--- config.mk ---
export PLATFORM = sky130hd
export DESIGN_NAME = m13_alarm_mon
export DESIGN_NICKNAME = d
export VERILOG_FILES = /design/src/rtl/m13_mon_pkg.sv /design/src/rtl/m13_sticky_bank.sv /design/src/rtl/m13_sat_counter.sv /design/src/rtl/m13_alarm_mon.sv
export SDC_FILE = /design/constraint.sdc
export NUM_CORES = 1
export LEC_CHECK = 0
export CORE_MARGIN = 3
export CORE_UTILIZATION = 48
export CTS_CLUSTER_SIZE = 40
export DETAILED_ROUTE_END_ITERATION = 6
export GPL_TIMING_DRIVEN = 0
export PLACE_DENSITY_LB_ADDON = 0.15
export SYNTH_ARGS = -nofsm -noshare
export SYNTH_HDL_FRONTEND = slang
export SYNTH_SLANG_ARGS = --single-unit
--- constraint.sdc ---
create_clock -name clk -period 4.1 [get_ports clk]
set_input_delay 0.41 -clock clk [delete_from_list [all_inputs] [get_ports clk]]
set_output_delay 0.41 -clock clk [all_outputs]
set_load 0.05 [all_outputs]
--- src/rtl/m13_mon_pkg.sv ---
package m13_mon_pkg;
  parameter int unsigned DATA_W  = 8;
  parameter int unsigned N_TRIB  = 7;
  parameter int unsigned CNT_W   = 8;
  parameter int unsigned ADDR_W  = 2;

  typedef enum logic [ADDR_W-1:0] {
    REG_ALARM = 2'd0,
    REG_COUNT = 2'd1,
    REG_CTRL  = 2'd2,
    REG_NONE  = 2'd3
  } reg_addr_e;
endpackage

--- src/rtl/m13_sticky_bank.sv ---
module m13_sticky_bank #(
  parameter int unsigned WIDTH = 8
) (
  input  logic             clk,
  input  logic             rst_n,
  input  logic [WIDTH-1:0] evt,
  input  logic             clr,
  output logic [WIDTH-1:0] flags
);
  for (genvar i = 0; i < WIDTH; i++) begin : g_bit
    always_ff @(posedge clk) begin
      if (!rst_n)      flags[i] <= 1'b0;
      else if (evt[i]) flags[i] <= 1'b1;
      else if (clr)    flags[i] <= 1'b0;
    end
  end
endmodule

--- src/rtl/m13_sat_counter.sv ---
module m13_sat_counter #(
  parameter int unsigned WIDTH = 8
) (
  input  logic             clk,
  input  logic             rst_n,
  input  logic             inc_a,
  input  logic             inc_b,
  input  logic             hold,
  input  logic             clr,
  output logic [WIDTH-1:0] count
);
  localparam logic [WIDTH:0] MAXV = {1'b0, {WIDTH{1'b1}}};

  logic [WIDTH:0] step;
  logic [WIDTH:0] base;
  logic [WIDTH:0] sum;

  always_comb begin
    step = hold ? '0 : ((WIDTH+1)'(inc_a) + (WIDTH+1)'(inc_b));
    base = clr ? '0 : {1'b0, count};
    sum  = base + step;
  end

  always_ff @(posedge clk) begin
    if (!rst_n)       count <= '0;
    else if (sum > MAXV) count <= MAXV[WIDTH-1:0];
    else              count <= sum[WIDTH-1:0];
  end
endmodule

--- src/rtl/m13_alarm_mon.sv ---
module m13_alarm_mon
  import m13_mon_pkg::*;
(
  input  logic              clk,
  input  logic              rst_n,
  input  logic              cbit_err,
  input  logic [N_TRIB-1:0] ds2_oof,
  input  logic              f_err,
  input  logic              m_err,
  input  logic              ds3_los,
  input  logic              ds3_oof,
  input  logic [ADDR_W-1:0] bus_addr,
  input  logic              bus_rd,
  input  logic              bus_wr,
  input  logic [DATA_W-1:0] bus_wdata,
  output logic [DATA_W-1:0] bus_rdata,
  output logic              c3_clk_en
);
  localparam int unsigned ALARM_W = N_TRIB + 1;

  logic [ALARM_W-1:0] stat_q;
  logic [CNT_W-1:0]   cnt_q;
  logic               inhibit_q;
  logic               rd_alarm, rd_count;

  assign rd_alarm = bus_rd && (bus_addr == REG_ALARM);
  assign rd_count = bus_rd && (bus_addr == REG_COUNT);

  m13_sticky_bank #(.WIDTH(ALARM_W)) alarm_i (
    .clk   (clk),
    .rst_n (rst_n),
    .evt   ({cbit_err, ds2_oof}),
    .clr   (rd_alarm),
    .flags (stat_q)
  );

  m13_sat_counter #(.WIDTH(CNT_W)) cnt_i (
    .clk   (clk),
    .rst_n (rst_n),
    .inc_a (f_err),
    .inc_b (m_err),
    .hold  (ds3_los || ds3_oof),
    .clr   (rd_count),
    .count (cnt_q)
  );

  always_ff @(posedge clk) begin
    if (!rst_n)                                inhibit_q <= 1'b1;
    else if (bus_wr && bus_addr == REG_CTRL)   inhibit_q <= bus_wdata[0];
  end

  assign c3_clk_en = ~inhibit_q;

  always_ff @(posedge clk) begin
    if (!rst_n) bus_rdata <= '0;
    else if (bus_rd) begin
      case (bus_addr)
        REG_ALARM: bus_rdata <= DATA_W'(stat_q);
        REG_COUNT: bus_rdata <= DATA_W'(cnt_q);
        REG_CTRL:  bus_rdata <= DATA_W'(inhibit_q);
        default:   bus_rdata <= '0;
      endcase
    end else bus_rdata <= '0;
  end
endmodule

==> run metrics, run 1 <==
status finished clean; Crit path buffers/inverters 2; Non-Filler Instances 173; ANT nets after route 0; unrepaired setup endpoints after global routing false; DR pass1 iterations 4; NetSw 104.5 uW; Setup crit end kind flop; clk slew on worst S/H paths 130 ps; GRT overflow 0; area post-placement 1429 um2; Post-Synthesis Cell Area 1125 um2; final RePlAce weighted congestion 0.7884; hold path start alarm_i.flags[6]; FP Rows 16; Clock Path Buffers 2; clock share of power 25.7%; VDD IR max 0.2419 mV; die area 2960 um2; core area 2082 um2; reg-to-reg startpoint cnt_i.count[0]; final count of negative-setup-slack endpoints 0; fmax 427.3 MHz; worst path arrival time 2560 ps; Fill cells 180; max_slew headroom 66.70%; PnR worst setup slack 1760 ps; area of the multi-input gates 571.8 um2; #FFs+latches synth 25; final core utilization 69.89%; Total GRT Usage 19.66%; switching share of power 24.47%; min Tclk post-route 2340 ps; number of max-cap violations 0; die outline height 54.41 um; via-per-instance ratio 5.520; root buf cell clkbuf_4; Hold Crit Class reg2reg; Worst Path Required 4320 ps; Synth warnings 0; Startpoint Class input port; Crit-path slowest cell clkdlybuf4s50_1; hpwl dp 1867 um; Vias 955; Sinks on Clock Net 25; H-tree depth 1; Final Cell Area 1455 um2; worst-skew pair later-pin latency 320 ps; TritonCTS clock tree built; sequential-to-total area share from yosys stat 44.49%; Antenna diodes 0; clk_skew 3.282 ps; global-route wire length before repair 4126 um; post-CTS setup buffers 0; die width 54.41 um; residual DRC count 0; share of cells above drive strength 1 11.64%; Final Max Slew Viols 0; pre-CTS setup slack 1449 ps; Mean Syn Cell Area 9.781 um2; leakage 0.5839 nW; Worst path max stage delay 500 ps; Post-Syn Instances 115; CP startpoint bus_addr[1]; initial antenna violation count 0; dpl cells 169; Area Overhead vs Synth 29.37%; IO Count 35; Total Nets Final 177; Mapped Nets 145; Initial Utilization 54.03%; Final Hold Vio Count 0; register area 500.5 um2; P per Cell Area 293.5 nW/um2; Top delay family on crit path simple AND/OR/NAND/NOR gates; Comb pwr share 14.3%; part of the cycle the worst path needs 57.08%; Flop pwr share 60.0%; vias in the first global route 955; CTS Buf Count 3; DRT iter0 DRCs 13; DR WL/cell 14.62 um; worst-path cell chain clkdlybuf4s50_1 -> nand3b_1 -> and2_1 -> ha_1 -> fa_1 -> buf_2 -> nand3b_1 -> nor3_1 -> nor3_1; hold-fix buffer count after cts 0; wirelength, routed 2530 um; cts repair resizes 0; critical path type in2reg; largest net degree at the start of global routing 14; Cell variety after synth 31; crit path max fanout 9; TNS Setup 0 ps; IO Port Bufs 27; Pint 322.6 uW; Tightest Pin Transition 498.0 ps
-- cells in the mapped netlist --
library cell | count | area [um2]
dfxtp_1 | 25 | 500.5
mux2i_1 | 9 | 90.09
a21oi_2 | 8 | 70.07
nor2b_1 | 8 | 50.05
nor2_1 | 7 | 26.28
nand2_1 | 5 | 18.77
nand3b_1 | 5 | 37.54
nor3_1 | 5 | 25.02
a21oi_1 | 4 | 20.02
a31oi_1 | 4 | 25.02
o21ai_0 | 4 | 20.02
ha_1 | 3 | 37.54
nand4_1 | 3 | 18.77
and2_1 | 2 | 12.51
and3_1 | 2 | 12.51
and4_1 | 2 | 17.52
buf_2 | 2 | 10.01
buf_4 | 2 | 15.01
inv_1 | 2 | 7.510
nor3b_1 | 2 | 15.01
a21o_1 | 1 | 7.510
and3b_1 | 1 | 8.760
and4b_1 | 1 | 10.01
buf_6 | 1 | 11.26
clkbuf_1 | 1 | 3.750
clkbuf_2 | 1 | 5.000
fa_1 | 1 | 20.02
nand3_1 | 1 | 5.000
o2111ai_1 | 1 | 8.760
or3_1 | 1 | 6.260
or3b_1 | 1 | 8.760
-- power by group through the flow --
stage / sequential, mW / clock, mW / combinational, mW
floorplan: 0.265 / 0 / 0.0275
global placement: 0.262 / 0 / 0.0588
detailed placement: 0.262 / 0 / 0.0609
CTS: 0.256 / 0.110 / 0.0613
global route: 0.257 / 0.122 / 0.0663
finish: 0.256 / 0.110 / 0.0609
-- layer usage --
metal,vias to the layer above,global-route usage (%),part of all wire (%)
li1,471,-,-
met4,0,8.714,1.5
met2,29,36.06,51
met1,450,21.61,42
met3,5,3.815,4.7
met5,-,0,0
-- worst register-to-register path, delay by kind of cell (launching register included) --
family / cells / cell delay (ps)
adder cells (fa/ha/maj): 2 / 590
flip-flops: 1 / 340
AND/OR/NAND/NOR: 4 / 500
buffers and inverters: 1 / 190
-- registers in the layout (all words and copies together) (netlist names) --
register	flops
inhibit_q	1
alarm_i.flags	8
cnt_i.count	8
bus_rdata	8
-- worst paths after layout --
kind / end / slack (ps) / cells past startpoint
worst max-delay path: cnt_i.count[7] / 1760 / 9
worst min register to register: alarm_i.flags[6] / 520 / 2
worst max register to register: cnt_i.count[7] / 2380 / 7
worst min-delay path: alarm_i.flags[6] / 520 / 2
-- logic make-up after synthesis --
| kind of cell | after synthesis | synth area share (%) |
|---|---|---|
| multiplexers | 9 | 8.009 |
| AO/OA/AOI/OAI | 22 | 13.46 |
| adder cells (fa/ha/maj) | 4 | 5.117 |
| AND/OR/NAND/NOR | 46 | 24.25 |
| buffers and inverters | 9 | 4.671 |
| flip-flops | 25 | 44.49 |
-- stage by stage --
stage / hold WS (ps) / total power [mW]
after detailed placement: 500.5 / 0.3228
after global placement: 474.7 / 0.3203
after CTS: 520.8 / 0.4281
final: 519.8 / 0.4271
after global routing: 548.4 / 0.4461
after floorplan: 455.1 / 0.2929
-- layout make-up --
type / instances / area share, %
inverters: 2 / 0.5159
clock buffers: 4 / 1.806
plain buffers: 7 / 3.095
well taps: 27 / 2.322
multi-input cells: 81 / 39.29
flip-flops and latches: 25 / 34.39
repair buffers: 27 / 18.57
-- cells in the final DEF, fill, tap and decap left out --
cell / Yosys / final
ha_1: 3 / 3
dfxtp_1: 25 / 25
nand3_1: 1 / 1
a21o_1: 1 / 1
clkbuf_4: 0 / 3
or3_1: 1 / 1
and2_1: 2 / 2
and4b_1: 1 / 1
and3b_1: 1 / 1
a21oi_2: 8 / 8
or3b_1: 1 / 1
o21ai_0: 4 / 4
and4_1: 2 / 2
mux2i_1: 9 / 9
a21oi_1: 4 / 4
nor3b_1: 2 / 2
a31oi_1: 4 / 4
clkdlybuf4s50_1: 0 / 27
inv_1: 2 / 2
nand3b_1: 5 / 5
o2111ai_1: 1 / 1
fa_1: 1 / 1
clkbuf_1: 1 / 2
nor2_1: 7 / 7
buf_6: 1 / 1
nor2b_1: 8 / 8
buf_4: 2 / 2
nand2_1: 5 / 5
nand4_1: 3 / 3
buf_2: 2 / 2
nor3_1: 5 / 5
clkbuf_2: 1 / 1
and3_1: 2 / 2
Note: power is estimated with default switching activity, not from simulation.
==> inputs of run 2 (changes only) <==
Settings changed: CORE_UTILIZATION 48 to 41.
Clock period 4.1 ns to 1.9 ns, I/O delays scaled along.
==> run 2 against run 1 <==
  * Sequential power is 120% higher
  * Clock skew down 2.0 ps
  * Hold slack got worse by 190 ps
  * Die area increased by 15%
  * Core utilization is 11 points lower
  * Critical path depth did not move
  * Critical path type unchanged
  * Critical endpoint unchanged
  * Largest power group unchanged
==> run metrics, run 2 (same netlist as run 1, synthesis figures left out) <==
status finished clean; GR Util met1 16.40%; GRT overflow 0; Hold Crit Class in2reg; IO Port Bufs 27; Total Nets Final 180; FP Rows 18; Reg2Reg Setup Slack 320 ps; M2 GR Usage 27.59%; PnR worst setup slack 84.51 ps; P per Cell Area 613.3 nW/um2; Vias 944; pre-CTS setup slack -515.4 ps; Non-Filler Instances 179; share of cells above drive strength 1 16.11%; Final Cell Area 1503 um2; via-per-instance ratio 5.274; worst path arrival time 2030 ps; dpl cells 172; die width 58.38 um; global-route wire length before repair 3926 um; Total Power 921.6 uW; core area 2545 um2; crit path max fanout 9; global route hottest layer met2; CTS Buf Count 3; most frequent cells in the layout 25 x dfxtp_1, 24 x clkdlybuf4s50_1, 9 x mux2i_1; register area 500.5 um2; commonest non-fill, non-tap cell in the layout dfxtp_1; worst-skew pair later-pin latency 310 ps; DR WL/cell 13.12 um; Final Max Slew Viols 0; final RePlAce weighted congestion 0.7737; biggest regs alarm_i.flags x8, bus_rdata x8, cnt_i.count x8; final count of negative-setup-slack endpoints 0; clk_skew 1.261 ps; DR pass1 iterations 4; critical path type in2reg; Startpoint Class input port; area of the multi-input gates 586.8 um2; Antenna diodes 0; VDD IR max 0.5939 mV; met3 usage 4.605%; vias in the first global route 905; leakage 0.6070 nW; Worst Path Required 2110 ps; hpwl dp 1728 um; max_slew headroom 66.64%; TritonCTS clock tree built; Setup crit end kind flop; fmax 550.8 MHz; residual DRC count 0; area post-placement 1433 um2; TNS Setup 0 ps; largest net degree at the start of global routing 14; part of the cycle the worst path needs 95.55%; Initial Utilization 44.20%; die area 3408 um2; number of max-cap violations 0; wirelength, routed 2348 um; Area Overhead vs Synth 33.59%; initial antenna violation count 0; Final Hold Vio Count 0; clk slew on worst S/H paths 130 ps; ANT nets after route 0; die outline height 58.38 um; H-tree depth 1; root buf cell clkbuf_4; IO Count 35; Tightest Pin Transition 498.8 ps; Fill cells 230; Total GRT Usage 15.00%; DRT iter0 DRCs 12; Clock Path Buffers 2; Sinks on Clock Net 25; min Tclk post-route 1815 ps
-- run 2: layout make-up --
class / instances / area share, %
Timing Repair Buffer: 30 / 19.48
Buffer: 7 / 3.414
Tap cell: 30 / 2.498
Multi-Input combinational cell: 81 / 39.05
Clock buffer: 4 / 1.749
Inverter: 2 / 0.4996
Sequential cell: 25 / 33.31
-- run 2: per-stage QoR --
step           util [%]  hold slack [ps]
2_1_floorplan         -            315.1
3_3_place_gp      56.29            476.0
3_5_place_dp      56.29            483.5
4_1_cts           57.62            312.4
5_1_grt           59.05            306.7
6_report          59.05            329.2
-- run 2: timing repair --
action                     in CTS  in global routing
setup endpoints to repair       8                  6
buffers inserted                1                  2
hold buffers                    0                  0
cloned                          0                  0
hold endpoints to repair        0                  0
resized for setup               3                  6
pin swaps                       0                  2
-- run 2: power breakdown --
group	internal (mW)	total, mW	switching, mW	leakage [nW]
Clock	0.0821	0.236	0.154	0.0150
Sequential	0.543	0.553	0.0103	0.205
Combinational	0.0725	0.133	0.0604	0.388
-- run 2: final timing paths --
path	cells after the start	start	endpoint
setup / recovery	9	f_err	cnt_i.count[7]
hold / removal	2	bus_rd	bus_rdata[0]
setup reg to reg	7	cnt_i.count[0]	cnt_i.count[7]
hold reg to reg	2	cnt_i.count[1]	bus_rdata[1]
-- run 2: routing by layer --
| metal | share of wire [%] | vias to the layer above | wire length [um] |
|---|---|---|---|
| li1 | - | 481 | - |
| met1 | 41 | 441 | 972 |
| met2 | 52 | 20 | 1219 |
| met3 | 6.1 | 2 | 143 |
| met4 | 0.55 | 0 | 13 |
| met5 | 0 | - | 0 |
-- run 2: worst max-delay path, stage by stage --
cell	delay (ps)
clkdlybuf4s50_1	400
ha_1	280
nor3b_2	150
ha_2	200
fa_2	340
buf_6	140
nand3b_1	160
nor3_2	110
nor3_1	60
==> inputs of run 3 (changes only) <==
Settings changed: CAP_MARGIN from default to 20.
==> results of run 3 <==
Same layout as run 2: the final DEF is identical, and so are final timing and power.
